### config.mk
export PLATFORM = sky130hd
export DESIGN_NAME = xfer_parity_xcvr
export DESIGN_NICKNAME = d
export VERILOG_FILES = /design/src/rtl/xcvr_pkg.sv /design/src/rtl/xcvr_parity.sv /design/src/rtl/xcvr_hold_reg.sv /design/src/rtl/xfer_parity_xcvr.sv
export SDC_FILE = /design/constraint.sdc
export NUM_CORES = 1
export LEC_CHECK = 0
export BUFFER_PORTS_ARGS = -buffer_cell sky130_fd_sc_hd__buf_2
export CORE_MARGIN = 4
export CORE_UTILIZATION = 44
export CTS_BUF_LIST = sky130_fd_sc_hd__clkbuf_4 sky130_fd_sc_hd__clkbuf_8 sky130_fd_sc_hd__clkbuf_16
export CTS_CLUSTER_DIAMETER = 120
export DETAILED_ROUTE_END_ITERATION = 8
export PLACE_DENSITY = 0.82
export SYNTH_ARGS = -nofsm -noshare
export SYNTH_HDL_FRONTEND = slang
export SYNTH_SLANG_ARGS = --single-unit
### constraint.sdc
create_clock -name clk -period 1.5 [get_ports clk]
set_input_delay 0.15 -clock clk [delete_from_list [all_inputs] [get_ports clk]]
set_output_delay 0.15 -clock clk [all_outputs]
set_load 0.1 [all_outputs]
### src/rtl/xcvr_pkg.sv
package xcvr_pkg;

    localparam int DATA_W = 8;

    // Idle level of an active-low output enable
    localparam logic OE_IDLE = 1'b1;

    typedef enum logic [1:0] {
        FLAG_HOLD  = 2'd0,
        FLAG_SET   = 2'd1,
        FLAG_CLEAR = 2'd2
    } flag_op_e;

    // Flag action chosen for one edge: a load outranks a release
    function automatic flag_op_e pick_flag_op(input logic load, input logic release_edge);
        if (load)
            return FLAG_SET;
        else if (release_edge)
            return FLAG_CLEAR;
        return FLAG_HOLD;
    endfunction

endpackage

### src/rtl/xcvr_parity.sv
module xcvr_parity #(
    parameter int W = 8
) (
    input  logic [W-1:0] word,
    output logic         even
);
    logic [W:0] chain;

    assign chain[0] = 1'b0;
    for (genvar i = 0; i < W; i++) begin : g_xor
        assign chain[i+1] = chain[i] ^ word[i];
    end

    assign even = ~chain[W];
endmodule

### src/rtl/xcvr_hold_reg.sv
module xcvr_hold_reg
    import xcvr_pkg::*;
#(
    parameter int W = 8
) (
    input  logic         clk,
    input  logic         rst,
    input  logic [W-1:0] d,
    input  logic         stb,
    input  logic         load_n,
    input  logic         oe_n,
    output logic [W-1:0] q,
    output logic         flag
);
    logic     load;
    logic     oe_q;
    logic     release_edge;
    flag_op_e op;

    assign load         = stb & ~load_n;
    assign release_edge = oe_n & ~oe_q;
    assign op           = pick_flag_op(load, release_edge);

    always_ff @(posedge clk) begin
        if (rst) begin
            q    <= '0;
            oe_q <= OE_IDLE;
            flag <= 1'b0;
        end else begin
            oe_q <= oe_n;
            if (load)
                q <= d;
            unique case (op)
                FLAG_SET:   flag <= 1'b1;
                FLAG_CLEAR: flag <= 1'b0;
                default:    flag <= flag;
            endcase
        end
    end
endmodule

### src/rtl/xfer_parity_xcvr.sv
module xfer_parity_xcvr
    import xcvr_pkg::*;
#(
    parameter int DATA_W = xcvr_pkg::DATA_W
) (
    input  logic              clk,
    input  logic              rst,
    input  logic [DATA_W-1:0] a_in,
    input  logic              r_stb,
    input  logic              r_load_n,
    input  logic              r_oe_n,
    input  logic [DATA_W-1:0] b_in,
    input  logic              par_in,
    input  logic              s_stb,
    input  logic              s_load_n,
    input  logic              s_oe_n,
    output logic [DATA_W-1:0] b_out,
    output logic              b_drv,
    output logic              par_out,
    output logic              par_drv,
    output logic [DATA_W-1:0] a_out,
    output logic              a_drv,
    output logic              err_n,
    output logic              r_flag,
    output logic              s_flag
);
    localparam int SW = DATA_W + 1;

    typedef struct packed {
        logic [DATA_W-1:0] data;
        logic              par;
    } ret_word_t;

    logic [DATA_W-1:0] fwd_q;
    ret_word_t         ret_d;
    ret_word_t         ret_q;
    logic              fwd_even;
    logic              ret_even;

    assign ret_d.data = b_in;
    assign ret_d.par  = par_in;

    xcvr_hold_reg #(.W(DATA_W)) u_fwd (
        .clk    (clk),
        .rst    (rst),
        .d      (a_in),
        .stb    (r_stb),
        .load_n (r_load_n),
        .oe_n   (r_oe_n),
        .q      (fwd_q),
        .flag   (r_flag)
    );

    xcvr_hold_reg #(.W(SW)) u_ret (
        .clk    (clk),
        .rst    (rst),
        .d      (ret_d),
        .stb    (s_stb),
        .load_n (s_load_n),
        .oe_n   (s_oe_n),
        .q      (ret_q),
        .flag   (s_flag)
    );

    xcvr_parity #(.W(DATA_W)) u_gen (
        .word (fwd_q),
        .even (fwd_even)
    );

    xcvr_parity #(.W(SW)) u_chk (
        .word (ret_q),
        .even (ret_even)
    );

    assign b_out   = fwd_q;
    assign b_drv   = ~r_oe_n;
    assign par_out = fwd_even;
    assign par_drv = ~r_oe_n;
    assign a_out   = ret_q.data;
    assign a_drv   = ~s_oe_n;
    // odd total count means the word arrived intact
    assign err_n   = s_oe_n | ~ret_even;
endmodule

==> impl_metrics.env, run 1 <==
export IMPL_status="finished with violations"
export IMPL_violations="setup timing"
export IMPL_p_clk_share_pct=17.5
export IMPL_gp_congestion=0.7811
export IMPL_synth_edf_count=0
export IMPL_post_synth_top_area_cell="dfxtp_1"
export IMPL_maxCapViolations=0
export IMPL_yosys_area_top_type_share_pct=44.68
export IMPL_dpl_hpwl_um=1611
export IMPL_synthCells=114
export IMPL_num_vias=831
export IMPL_fin_nets=179
export IMPL_power_density_nw_per_um2=1116
export IMPL_seq_area_frac_synth_pct=44.68
export IMPL_fin_crit_sh_pct=120.8
export IMPL_max_freq_ghz=0.5519
export IMPL_synth_area_um2=940.9
export IMPL_start_util_pct=47.00
export IMPL_regArea_um2=455.4
export IMPL_io_pins=48
export IMPL_crit_start="u_ret.q[4]"
export IMPL_antenna_found_initial=0
export IMPL_firstDrtPassIters=4
export IMPL_numCtsBuffers=3
export IMPL_fin_ws_ns=-0.3118
export IMPL_yosys_most_used_dff="dfxtp_1"
export IMPL_fill_cells=177
export IMPL_timing_rr_end="u_fwd.q[3]"
export IMPL_design_area_um2=1354
export IMPL_ant_nets=0
export IMPL_grt_use_met1_pct=16.41
export IMPL_die_area_um2=2942
export IMPL_reg2reg_slack_ns=0.75
export IMPL_whs_path_depth=2
export IMPL_synthTopCellsByArea="dfxtp_1 (45%), nand2_1 (14%), a21oi_1 (10%)"
export IMPL_grt_use_met2_pct=27.49
export IMPL_ir_drop_mv=0.6613
export IMPL_syn_num_nets=139
export IMPL_slew_viol_final=0
export IMPL_htreeDepth=1
export IMPL_worstMarginPinSlew_ns=0.4935
export IMPL_cp_cell_sequence="xnor2_1, xnor3_2, mux2i_4, buf_12"
export IMPL_slew_headroom_pct=67.33
export IMPL_end_kind="output port"
export IMPL_slowest_stage="xnor3_2"
export IMPL_fin_crit_ns=1.812
export IMPL_diodes=0
export IMPL_cts_root_buffer="clkbuf_4"
export IMPL_drive_above_1_share_pct=49.67
export IMPL_wirelength_um=2142
export IMPL_cp_max_fo=2
export IMPL_clock_sinks=21
export IMPL_setup_worst_path_class="reg -> out"
export IMPL_setup_viol=2
export IMPL_grt_start_max_net_pins=22
export IMPL_overflow=0
export IMPL_worstPathArrival_ns=1.66
export IMPL_drt_iter0_markers=3
export IMPL_switchingPower_mw=0.6210
export IMPL_combPwrFrac_pct=42.4
export IMPL_post_dp_cell_area_um2=1221
export IMPL_worstRegToRegCells=3
export IMPL_async_flop_share_pct=0
export IMPL_p_leak_nw=0.6124
export IMPL_die_w_um=54.24
export IMPL_p_int_mw=0.8897
export IMPL_ys_types=17
export IMPL_cp_start_kind="flip-flop"
export IMPL_grt_first_pass_wirelength_um=3111
export IMPL_switching_share_pct=41.11
export IMPL_drc=0
export IMPL_wl_per_cell_um=11.90
export IMPL_cts_path_max_buffers=2
export IMPL_synth_avg_cell_area_um2=8.254
export IMPL_max_stage_delay_ns=0.47
export IMPL_rr_startpoint="u_fwd.q[3]"
export IMPL_rows=16
export IMPL_hold_start="r_oe_n"
export IMPL_cts_clk_slew_worst_paths_ns=0.11
export IMPL_insertion_delay_ns=0.29
export IMPL_numPortBuffers=47
export IMPL_p_seq_share_pct=40.0
export IMPL_pre_cts_ws_ns=-0.0001771
export IMPL_vias_per_cell=4.617
export IMPL_synth_seq_cells=21
export IMPL_hold_class="in -> reg"
export IMPL_grt_setup_unrepaired="yes"
export IMPL_multiInputGateArea_um2=541.8
export IMPL_gr_max_usage_layer="met2"
export IMPL_first_global_vias=755
export IMPL_skew_ns=0.0004756
export IMPL_core_area_um2=2002
export IMPL_required_ns=1.35
export IMPL_hold_viol_final=0
export IMPL_cts_tree="built"
export IMPL_hold_path_end="u_fwd.oe_q"
export IMPL_area_delta_synth_final_pct=43.88
export IMPL_fp_dieH_um=54.24
export IMPL_yosys_warnings=0
export IMPL_grt_usage_pct=14.69
export IMPL_met3_usage_pct=1.090
-- worst max path at each step --
stage | to | cells after the start
floorplan | err_n | 3
global placement | err_n | 4
detailed placement | err_n | 4
CTS | err_n | 4
global route | err_n | 4
finish | err_n | 4
-- power by group through the flow --
stage | Combinational (mW) | Clock (mW) | Sequential, mW
2_1_floorplan | 0.382 | 0 | 0.706
5_1_grt | 0.665 | 0.305 | 0.609
4_1_cts | 0.625 | 0.280 | 0.601
6_report | 0.641 | 0.265 | 0.604
3_3_place_gp | 0.601 | 0 | 0.609
3_5_place_dp | 0.608 | 0 | 0.611
-- cell usage in the layout (no fill, tap or decap) --
master	n
a21oi_1	19
and2_1	1
buf_12	2
buf_2	45
buf_4	3
clkbuf_4	3
clkinv_2	1
dfxtp_1	9
dfxtp_2	4
dfxtp_4	8
inv_1	2
mux2i_4	1
nand2_1	34
nand2b_1	2
nor2_1	1
nor2b_1	2
o21ai_0	1
o21ai_1	1
or2_1	2
xnor2_1	1
xnor2_2	4
xnor2_4	4
xnor3_1	1
xnor3_2	1
xor2_1	1
-- per-stage QoR --
stage          instances    TNS (ns)  total power, mW  util (%)  hold slack, ns
2_1_floorplan        114     -0.3610            1.087         -          0.2471
3_3_place_gp         174           0            1.210     61.00          0.3444
3_5_place_dp         174  -0.0001771            1.219     61.00          0.3535
4_1_cts              179     -0.4660            1.506     64.75         0.03290
5_1_grt              180     -0.5275            1.579     67.63         0.03524
6_report             180     -0.4102            1.511     67.63         0.04365
-- cell families (layout without fill, tap and decap cells) --
family	Yosys count	in the layout	share of synthesized area [%]
xor gates and xnor gates	12	12	14.10
buffers and inverters	17	56	10.37
DFF	21	21	44.68
and+or+nand+nor	42	42	18.62
muxes	1	1	1.064
AOI/OAI and AO/OA	21	21	11.17
-- synth_stat cells (all sizes together) (2+ instances only) --
master / n
nand2b: 2
dfxtp: 21
nand2: 34
clkbuf: 6
xnor3: 2
inv: 2
xnor2: 9
a21oi: 19
nor2b: 2
or2: 2
o21ai: 2
buf: 9
-- repair_timing --
action                                  CTS  global route
endpoints found under the setup margin    2             2
gates cloned                              0             0
hold buffers                              0             0
pin swaps                                 3             3
resized for setup                         7             6
buffers inserted                          1             1
-- critical path, delay by kind of cell, from the launching register on --
kind                   cells  cell delay [ns]
buffers and inverters      1             0.19
flip-flops                 1             0.34
multiplexers               1             0.20
XOR/XNOR                   2             0.62
-- layer usage --
metal,wire (um),up-vias
li1,-,432
met1,777,376
met2,1250,21
met3,94,2
met4,19,0
met5,0,-
-- sequential cells by signal, indices dropped and copies added (netlist names) --
signal and count:
u_ret.flag 1, u_fwd.flag 1, u_ret.oe_q 1, u_ret.q 9, u_fwd.oe_q 1, u_fwd.q 8
-- cell type report --
class	instances	area share, %
Timing Repair Buffer	50	21.26
Clock buffer	3	1.664
Clock inverter	1	0.3697
Tap cell	27	2.495
Sequential cell	21	33.64
Multi-Input combinational cell	76	40.02
Inverter	2	0.5545
No activity file was read; power rests on OpenSTA's default activity.
==> run 2, diff against run 1 <==
--- a/config.mk
+++ b/config.mk
@@ -5,13 +5,14 @@
 export SDC_FILE = /design/constraint.sdc
 export NUM_CORES = 1
 export LEC_CHECK = 0
-export BUFFER_PORTS_ARGS = -buffer_cell sky130_fd_sc_hd__buf_2
 export CORE_MARGIN = 4
-export CORE_UTILIZATION = 44
+export CORE_UTILIZATION = 51
 export CTS_BUF_LIST = sky130_fd_sc_hd__clkbuf_4 sky130_fd_sc_hd__clkbuf_8 sky130_fd_sc_hd__clkbuf_16
 export CTS_CLUSTER_DIAMETER = 120
 export DETAILED_ROUTE_END_ITERATION = 8
-export PLACE_DENSITY = 0.82
+export DONT_BUFFER_PORTS = 1
+export PLACE_DENSITY = 0.7
+export SETUP_SLACK_MARGIN = 0.1
 export SYNTH_ARGS = -nofsm -noshare
 export SYNTH_HDL_FRONTEND = slang
 export SYNTH_SLANG_ARGS = --single-unit
==> impl_metrics.env, run 2 (synthesis results as in run 1) <==
export IMPL_worstPathArrival_ns=1.68
export IMPL_wirelength_um=2368
export IMPL_grt_usage_pct=18.28
export IMPL_clock_sinks=21
export IMPL_violations="setup timing"
export IMPL_required_ns=1.35
export IMPL_setup_viol=2
export IMPL_fp_dieH_um=50.95
export IMPL_setup_worst_path_class="reg -> out"
export IMPL_io_pins=48
export IMPL_reg_top3="u_ret.q x9, u_fwd.q x8"
export IMPL_hold_viol_final=0
export IMPL_vias_per_cell=4.690
export IMPL_met3_usage_pct=4.665
export IMPL_layout_common_cells="nand2_1 (34), buf_4 (21), dlygate4sd3_1 (20)"
export IMPL_slew_headroom_pct=49.25
export IMPL_die_w_um=50.95
export IMPL_grt_use_met2_pct=34.33
export IMPL_status="finished with violations"
export IMPL_power_density_nw_per_um2=1053
export IMPL_fin_crit_ns=1.828
export IMPL_timing_rr_end="u_fwd.q[3]"
export IMPL_htreeDepth=1
export IMPL_fin_nets=172
export IMPL_overflow=0
export IMPL_design_area_um2=1459
export IMPL_cp_start_kind="flip-flop"
export IMPL_cts_tree="built"
export IMPL_skew_ns=0.005955
export IMPL_pre_cts_ws_ns=0.02726
export IMPL_max_freq_ghz=0.5472
export IMPL_gp_congestion=0.6740
export IMPL_core_area_um2=1745
export IMPL_maxCapViolations=0
export IMPL_whs_path_depth=3
export IMPL_grt_start_max_net_pins=22
export IMPL_cts_clk_slew_worst_paths_ns=0.12
export IMPL_hold_class="in -> reg"
export IMPL_drc=0
export IMPL_ant_nets=0
export IMPL_grt_first_pass_wirelength_um=3581
export IMPL_post_dp_cell_area_um2=1136
export IMPL_num_vias=802
export IMPL_fill_cells=112
export IMPL_p_leak_nw=0.5881
export IMPL_worstRegToRegCells=4
export IMPL_cts_root_buffer="clkbuf_4"
export IMPL_regMostFlops="u_ret.q"
export IMPL_numCtsBuffers=3
export IMPL_rows=15
export IMPL_firstDrtPassIters=4
export IMPL_antenna_found_initial=0
export IMPL_fin_ws_ns=-0.3276
export IMPL_drive_above_1_share_pct=32.88
export IMPL_reg2reg_slack_ns=0.41
export IMPL_drt_iter0_markers=14
export IMPL_hold_start="s_oe_n"
export IMPL_dpl_hpwl_um=1479
export IMPL_die_area_um2=2596
export IMPL_hold_path_end="u_ret.flag"
export IMPL_gr_max_usage_layer="met2"
export IMPL_rr_startpoint="u_fwd.q[3]"
export IMPL_largest_reg_flops=9
export IMPL_start_util_pct=53.91
export IMPL_diodes=0
export IMPL_cp_max_fo=2
export IMPL_area_delta_synth_final_pct=55.05
export IMPL_numPortBuffers=0
export IMPL_first_global_vias=835
export IMPL_ir_drop_mv=0.9565
export IMPL_fin_crit_sh_pct=121.8
export IMPL_slew_viol_final=0
export IMPL_wl_per_cell_um=13.85
export IMPL_layout_commonest_cell="nand2_1"
export IMPL_grt_use_met1_pct=20.37
export IMPL_insertion_delay_ns=0.30
export IMPL_worstMarginPinSlew_ns=0.7587
export IMPL_end_kind="output port"
export IMPL_grt_setup_unrepaired="yes"
export IMPL_cts_path_max_buffers=2
-- run 2: how the worst max path moves through the flow --
stage	start	to	depth (start not counted)
after floorplan	u_ret.q[4]	err_n	3
after global placement	u_ret.q[4]	err_n	4
after detailed placement	u_ret.q[5]	err_n	4
after CTS	u_ret.q[5]	err_n	4
after global routing	u_ret.q[5]	err_n	4
final	u_ret.q[5]	err_n	4
-- run 2: per-layer routing --
layer / wire (um) / vias up
met4: 12 / 0
met3: 159 / 2
li1: - / 415
met5: 0 / -
met2: 1353 / 28
met1: 843 / 357
-- run 2: per-stage QoR --
step	instances	power (mW)	TNS [ns]	hold WS, ns	utilization [%]
2_1_floorplan	114	1.087	-0.3610	0.2471	-
3_3_place_gp	146	1.185	0	0.2122	65.09
3_5_place_dp	146	1.192	0	0.2135	65.09
4_1_cts	170	1.526	-0.4383	0.09925	80.72
5_1_grt	171	1.596	-0.5202	0.1129	83.58
6_report	171	1.536	-0.4068	0.1038	83.58
-- run 2: report_power, final --
group	total (mW)	switching [mW]	internal [mW]	leakage, nW
sequential	0.602	0.0235	0.578	0.179
clock	0.263	0.164	0.0992	0.0177
combinational	0.671	0.435	0.236	0.391
-- run 2: final cells by class --
class	instances	area (um2)	area share, %
well taps	25	31.28	2.144
flip-flops and latches	21	452.9	31.05
repair buffers	43	397.9	27.27
clock inverters	1	5.005	0.3431
inverters	2	7.507	0.5146
clock buffers	3	22.52	1.544
multi-input cells	76	541.8	37.14
-- run 2: timing repair --
item                                   4_1_cts  5_1_grt
setup endpoints to repair                    2        2
setup buffers                                0        1
endpoints found under the hold margin       21        0
pin swaps                                    2        4
resized for setup                            6        5
hold buffers                                20        0
-- run 2: critical path, cell delays in order (launching register included) --
cell and delay (ns):
dfxtp_2 0.36, xnor2_2 0.15, xnor3_2 0.47, mux2i_4 0.20, buf_12 0.20
==> run 3, diff against run 2 <==
--- a/config.mk
+++ b/config.mk
@@ -6,12 +6,13 @@
 export NUM_CORES = 1
 export LEC_CHECK = 0
 export CORE_MARGIN = 4
-export CORE_UTILIZATION = 51
+export CORE_UTILIZATION = 59
 export CTS_BUF_LIST = sky130_fd_sc_hd__clkbuf_4 sky130_fd_sc_hd__clkbuf_8 sky130_fd_sc_hd__clkbuf_16
 export CTS_CLUSTER_DIAMETER = 120
 export DETAILED_ROUTE_END_ITERATION = 8
 export DONT_BUFFER_PORTS = 1
-export PLACE_DENSITY = 0.7
+export MAX_ROUTING_LAYER = met4
+export PLACE_DENSITY = 0.79
 export SETUP_SLACK_MARGIN = 0.1
 export SYNTH_ARGS = -nofsm -noshare
 export SYNTH_HDL_FRONTEND = slang
==> impl_metrics.env, run 3 <==
export IMPL_cts_root_buffer="clkbuf_4"
export IMPL_syn_num_nets=139
export IMPL_htreeDepth=1
export IMPL_synthTopCellsByArea="dfxtp_1 (45%), nand2_1 (14%), a21oi_1 (10%)"
export IMPL_rows=14
export IMPL_die_w_um=47.94
export IMPL_worst_ep_kind="primary output"
export IMPL_synth_top_family_by_area="simple AND/OR/NAND/NOR gates"
export IMPL_start_util_pct=62.46
export IMPL_io_pins=48
export IMPL_fp_dieH_um=47.94
export IMPL_error="[ERROR DPL-0033] detailed placement checks failed during check placement."
export IMPL_status="did not finish"
export IMPL_grt_start_max_net_pins=22
export IMPL_yosys_most_used_dff="dfxtp_1"
export IMPL_synthMuxAreaShare_pct=1.064
export IMPL_synth_most_common_cell="nand2_1"
export IMPL_gp_congestion=0.7593
export IMPL_async_flop_share_pct=0
export IMPL_worstEndpointGrtRepair="err_n"
export IMPL_clock_sinks=21
export IMPL_yosys_area_share_adder_pct=0
export IMPL_seq_area_frac_synth_pct=44.68
export IMPL_post_synth_top_area_cell="dfxtp_1"
export IMPL_synthCells=114
export IMPL_synth_compound_area_share_pct=11.17
export IMPL_yosys_area_top_type_share_pct=44.68
export IMPL_failed_stage="5_1_grt"
export IMPL_synth_avg_cell_area_um2=8.254
export IMPL_antenna_found_initial=1
export IMPL_synth_area_um2=940.9
export IMPL_synth_seq_cells=21
export IMPL_synthXorXnorAreaFrac_pct=14.10
export IMPL_ys_types=17
export IMPL_synth_simple_area_share_pct=18.62
export IMPL_yosys_warnings=0
export IMPL_synthTopCellsByCount="nand2_1 (34), dfxtp_1 (21), a21oi_1 (19)"
export IMPL_numCtsBuffers=3
export IMPL_cts_path_max_buffers=2
export IMPL_dpl_hpwl_um=1447
export IMPL_numPortBuffers=0
export IMPL_synth_edf_count=0
run 3: cell counts after synthesis:
No cell type changed its count.
run 3: cell families after synthesis:
kind of cell | after synthesis
xor gates and xnor gates | 12
buffers and inverters | 17
muxes | 1
DFF | 21
and+or+nand+nor | 42
AOI/OAI and AO/OA | 21
run 3: repair_timing:
action,4_1_cts
resized for setup,5
setup buffers,0
pin swaps,3
hold buffers,20
hold endpoints to repair,21
setup endpoints to repair,2
run 3: metrics by stage:
stage,hold WS [ns],cell area [um2],setup WS (ns),std cells
floorplan,0.2471,1005,-0.2106,114
detailed placement,0.2143,1125,0.02830,137
global placement,0.2119,1125,0.03724,137
CTS,0.1061,1393,-0.3103,161
==> run 4, diff against run 3 <==
==> config.mk (replaced) <==
export PLATFORM = sky130hd
export DESIGN_NAME = xfer_parity_xcvr
export DESIGN_NICKNAME = d
export VERILOG_FILES = /design/src/rtl/xcvr_pkg.sv /design/src/rtl/xcvr_parity.sv /design/src/rtl/xcvr_hold_reg.sv /design/src/rtl/xfer_parity_xcvr.sv
export SDC_FILE = /design/constraint.sdc
export NUM_CORES = 1
export LEC_CHECK = 0
export CORE_AREA = 4 4 65 67
export DETAILED_ROUTE_END_ITERATION = 8
export DIE_AREA = 0 0 69 71
export DONT_BUFFER_PORTS = 1
export PLACE_DENSITY_LB_ADDON = 0.15
export SYNTH_ARGS = -nofsm -noshare
export SYNTH_HDL_FRONTEND = slang
export SYNTH_SLANG_ARGS = --single-unit
==> impl_metrics.env, run 4 (synthesis results as in run 1) <==
export IMPL_largest_reg_flops=9
export IMPL_fin_crit_ns=1.772
export IMPL_htreeDepth=1
export IMPL_rows=22
export IMPL_clock_sinks=21
export IMPL_ir_drop_mv=0.3245
export IMPL_cp_max_fo=2
export IMPL_power_density_nw_per_um2=1198
export IMPL_io_pins=48
export IMPL_maxCapViolations=0
export IMPL_status="finished with violations"
export IMPL_drt_iter0_markers=9
export IMPL_fin_ws_ns=-0.2716
export IMPL_slew_viol_final=0
export IMPL_setup_worst_path_class="reg -> out"
export IMPL_slew_headroom_pct=45.34
export IMPL_p_int_mw=0.9725
export IMPL_critPathTopFamily="XOR/XNOR gates"
export IMPL_cts_path_max_buffers=2
export IMPL_cp_start_kind="flip-flop"
export IMPL_violations="setup timing"
export IMPL_fin_crit_sh_pct=118.1
export IMPL_hold_viol_final=0
export IMPL_skew_ns=0.00004846
export IMPL_dpl_hpwl_um=1790
export IMPL_max_stage_delay_ns=0.41
export IMPL_p_seq_share_pct=37.6
export IMPL_insertion_delay_ns=0.25
export IMPL_end_kind="output port"
export IMPL_p_clk_share_pct=22.9
export IMPL_first_global_vias=771
export IMPL_grt_usage_pct=9.896
export IMPL_drive_above_1_share_pct=35.66
export IMPL_reg_top3="u_ret.q x9, u_fwd.q x8"
export IMPL_cp_num_buf_inv=1
export IMPL_pre_cts_ws_ns=0.001363
export IMPL_combPwrFrac_pct=39.5
export IMPL_vias_per_cell=4.192
export IMPL_worstPathArrival_ns=1.62
export IMPL_area_delta_synth_final_pct=41.76
export IMPL_firstDrtPassIters=4
export IMPL_wl_per_cell_um=13.29
export IMPL_worstMarginPinSlew_ns=0.8172
export IMPL_wirelength_um=2352
export IMPL_cts_tree="built"
export IMPL_slowest_stage="xnor3_1"
export IMPL_layout_common_cells="nand2_1 (34), buf_4 (21), a21oi_1 (19)"
export IMPL_cts_root_buffer="clkbuf_8"
export IMPL_grt_first_pass_wirelength_um=3884
export IMPL_die_area_um2=4899
export IMPL_start_util_pct=25.90
export IMPL_fin_nets=155
export IMPL_setup_viol=2
export IMPL_grt_setup_unrepaired="yes"
export IMPL_cp_cell_sequence="xnor2_1, xnor3_1, mux2i_4, buf_12"
export IMPL_required_ns=1.35
export IMPL_layout_commonest_cell="nand2_1"
export IMPL_grt_start_max_net_pins=22
export IMPL_antenna_found_initial=0
export IMPL_power_mw=1.597
export IMPL_p_leak_nw=0.5218
export IMPL_num_vias=742
export IMPL_regMostFlops="u_ret.q"
export IMPL_regArea_um2=452.9
export IMPL_gp_congestion=0.6878
export IMPL_fp_dieH_um=71
export IMPL_die_w_um=69
export IMPL_fin_util_pct=36.71
export IMPL_diodes=0
export IMPL_switching_share_pct=39.11
export IMPL_switchingPower_mw=0.6247
export IMPL_overflow=0
export IMPL_max_freq_ghz=0.5645
export IMPL_hold_class="in -> reg"
export IMPL_numCtsBuffers=3
export IMPL_cts_clk_slew_worst_paths_ns=0.08
export IMPL_core_area_um2=3633
export IMPL_fill_cells=403
export IMPL_ant_nets=0
export IMPL_drc=0
export IMPL_multiInputGateArea_um2=540.5
export IMPL_numPortBuffers=0
run 4: metal layers:
| layer | part of all wire (%) | track usage [%] | vias up |
|---|---|---|---|
| met5 | 0 | 0 | - |
| met2 | 49 | 16.42 | 23 |
| met3 | 6.9 | 3.977 | 2 |
| li1 | - | - | 379 |
| met1 | 43 | 11.40 | 338 |
| met4 | 0.68 | 3.905 | 0 |
run 4: layout make-up:
class | count | share of cell area, %
Sequential cell | 21 | 33.96
Inverter | 2 | 0.5629
Clock buffer | 4 | 3.377
Timing Repair Buffer | 26 | 17.07
Multi-Input combinational cell | 76 | 40.53
Tap cell | 48 | 4.503
run 4: what timing repair did:
action                     CTS  global route
setup endpoints to repair    2             2
hold endpoints to repair    21             0
hold buffers                 3             0
gates resized for setup      6             4
pin swaps                    3             2
setup buffers                0             0
run 4: stage by stage:
step                setup TNS [ns]  cells  area, um2  hold slack [ns]
finish                     -0.2792    177       1334          0.01361
global route               -0.3957    177       1334          0.01164
CTS                        -0.3406    177       1292         0.009632
detailed placement               0    170       1172           0.2150
global placement                 0    170       1172           0.2136
floorplan                  -0.3610    114       1005           0.2471
run 4: path summary, 6_finish.rpt:
kind | slack (ns) | start | depth (start not counted) | endpoint
setup reg to reg | 0.49 | u_fwd.q[2] | 3 | u_fwd.q[2]
setup / recovery | -0.27 | u_ret.q[6] | 4 | err_n
hold / removal | 0.01 | a_in[0] | 2 | u_fwd.q[0]
hold reg to reg | 0.49 | u_fwd.flag | 2 | u_fwd.flag
run 4: power groups by stage:
stage | clock [mW] | sequential, mW | combinational (mW)
after global placement | 0 | 0.605 | 0.588
after global routing | 0.418 | 0.604 | 0.655
final | 0.366 | 0.600 | 0.631
after CTS | 0.384 | 0.597 | 0.622
after floorplan | 0 | 0.706 | 0.382
after detailed placement | 0 | 0.607 | 0.592
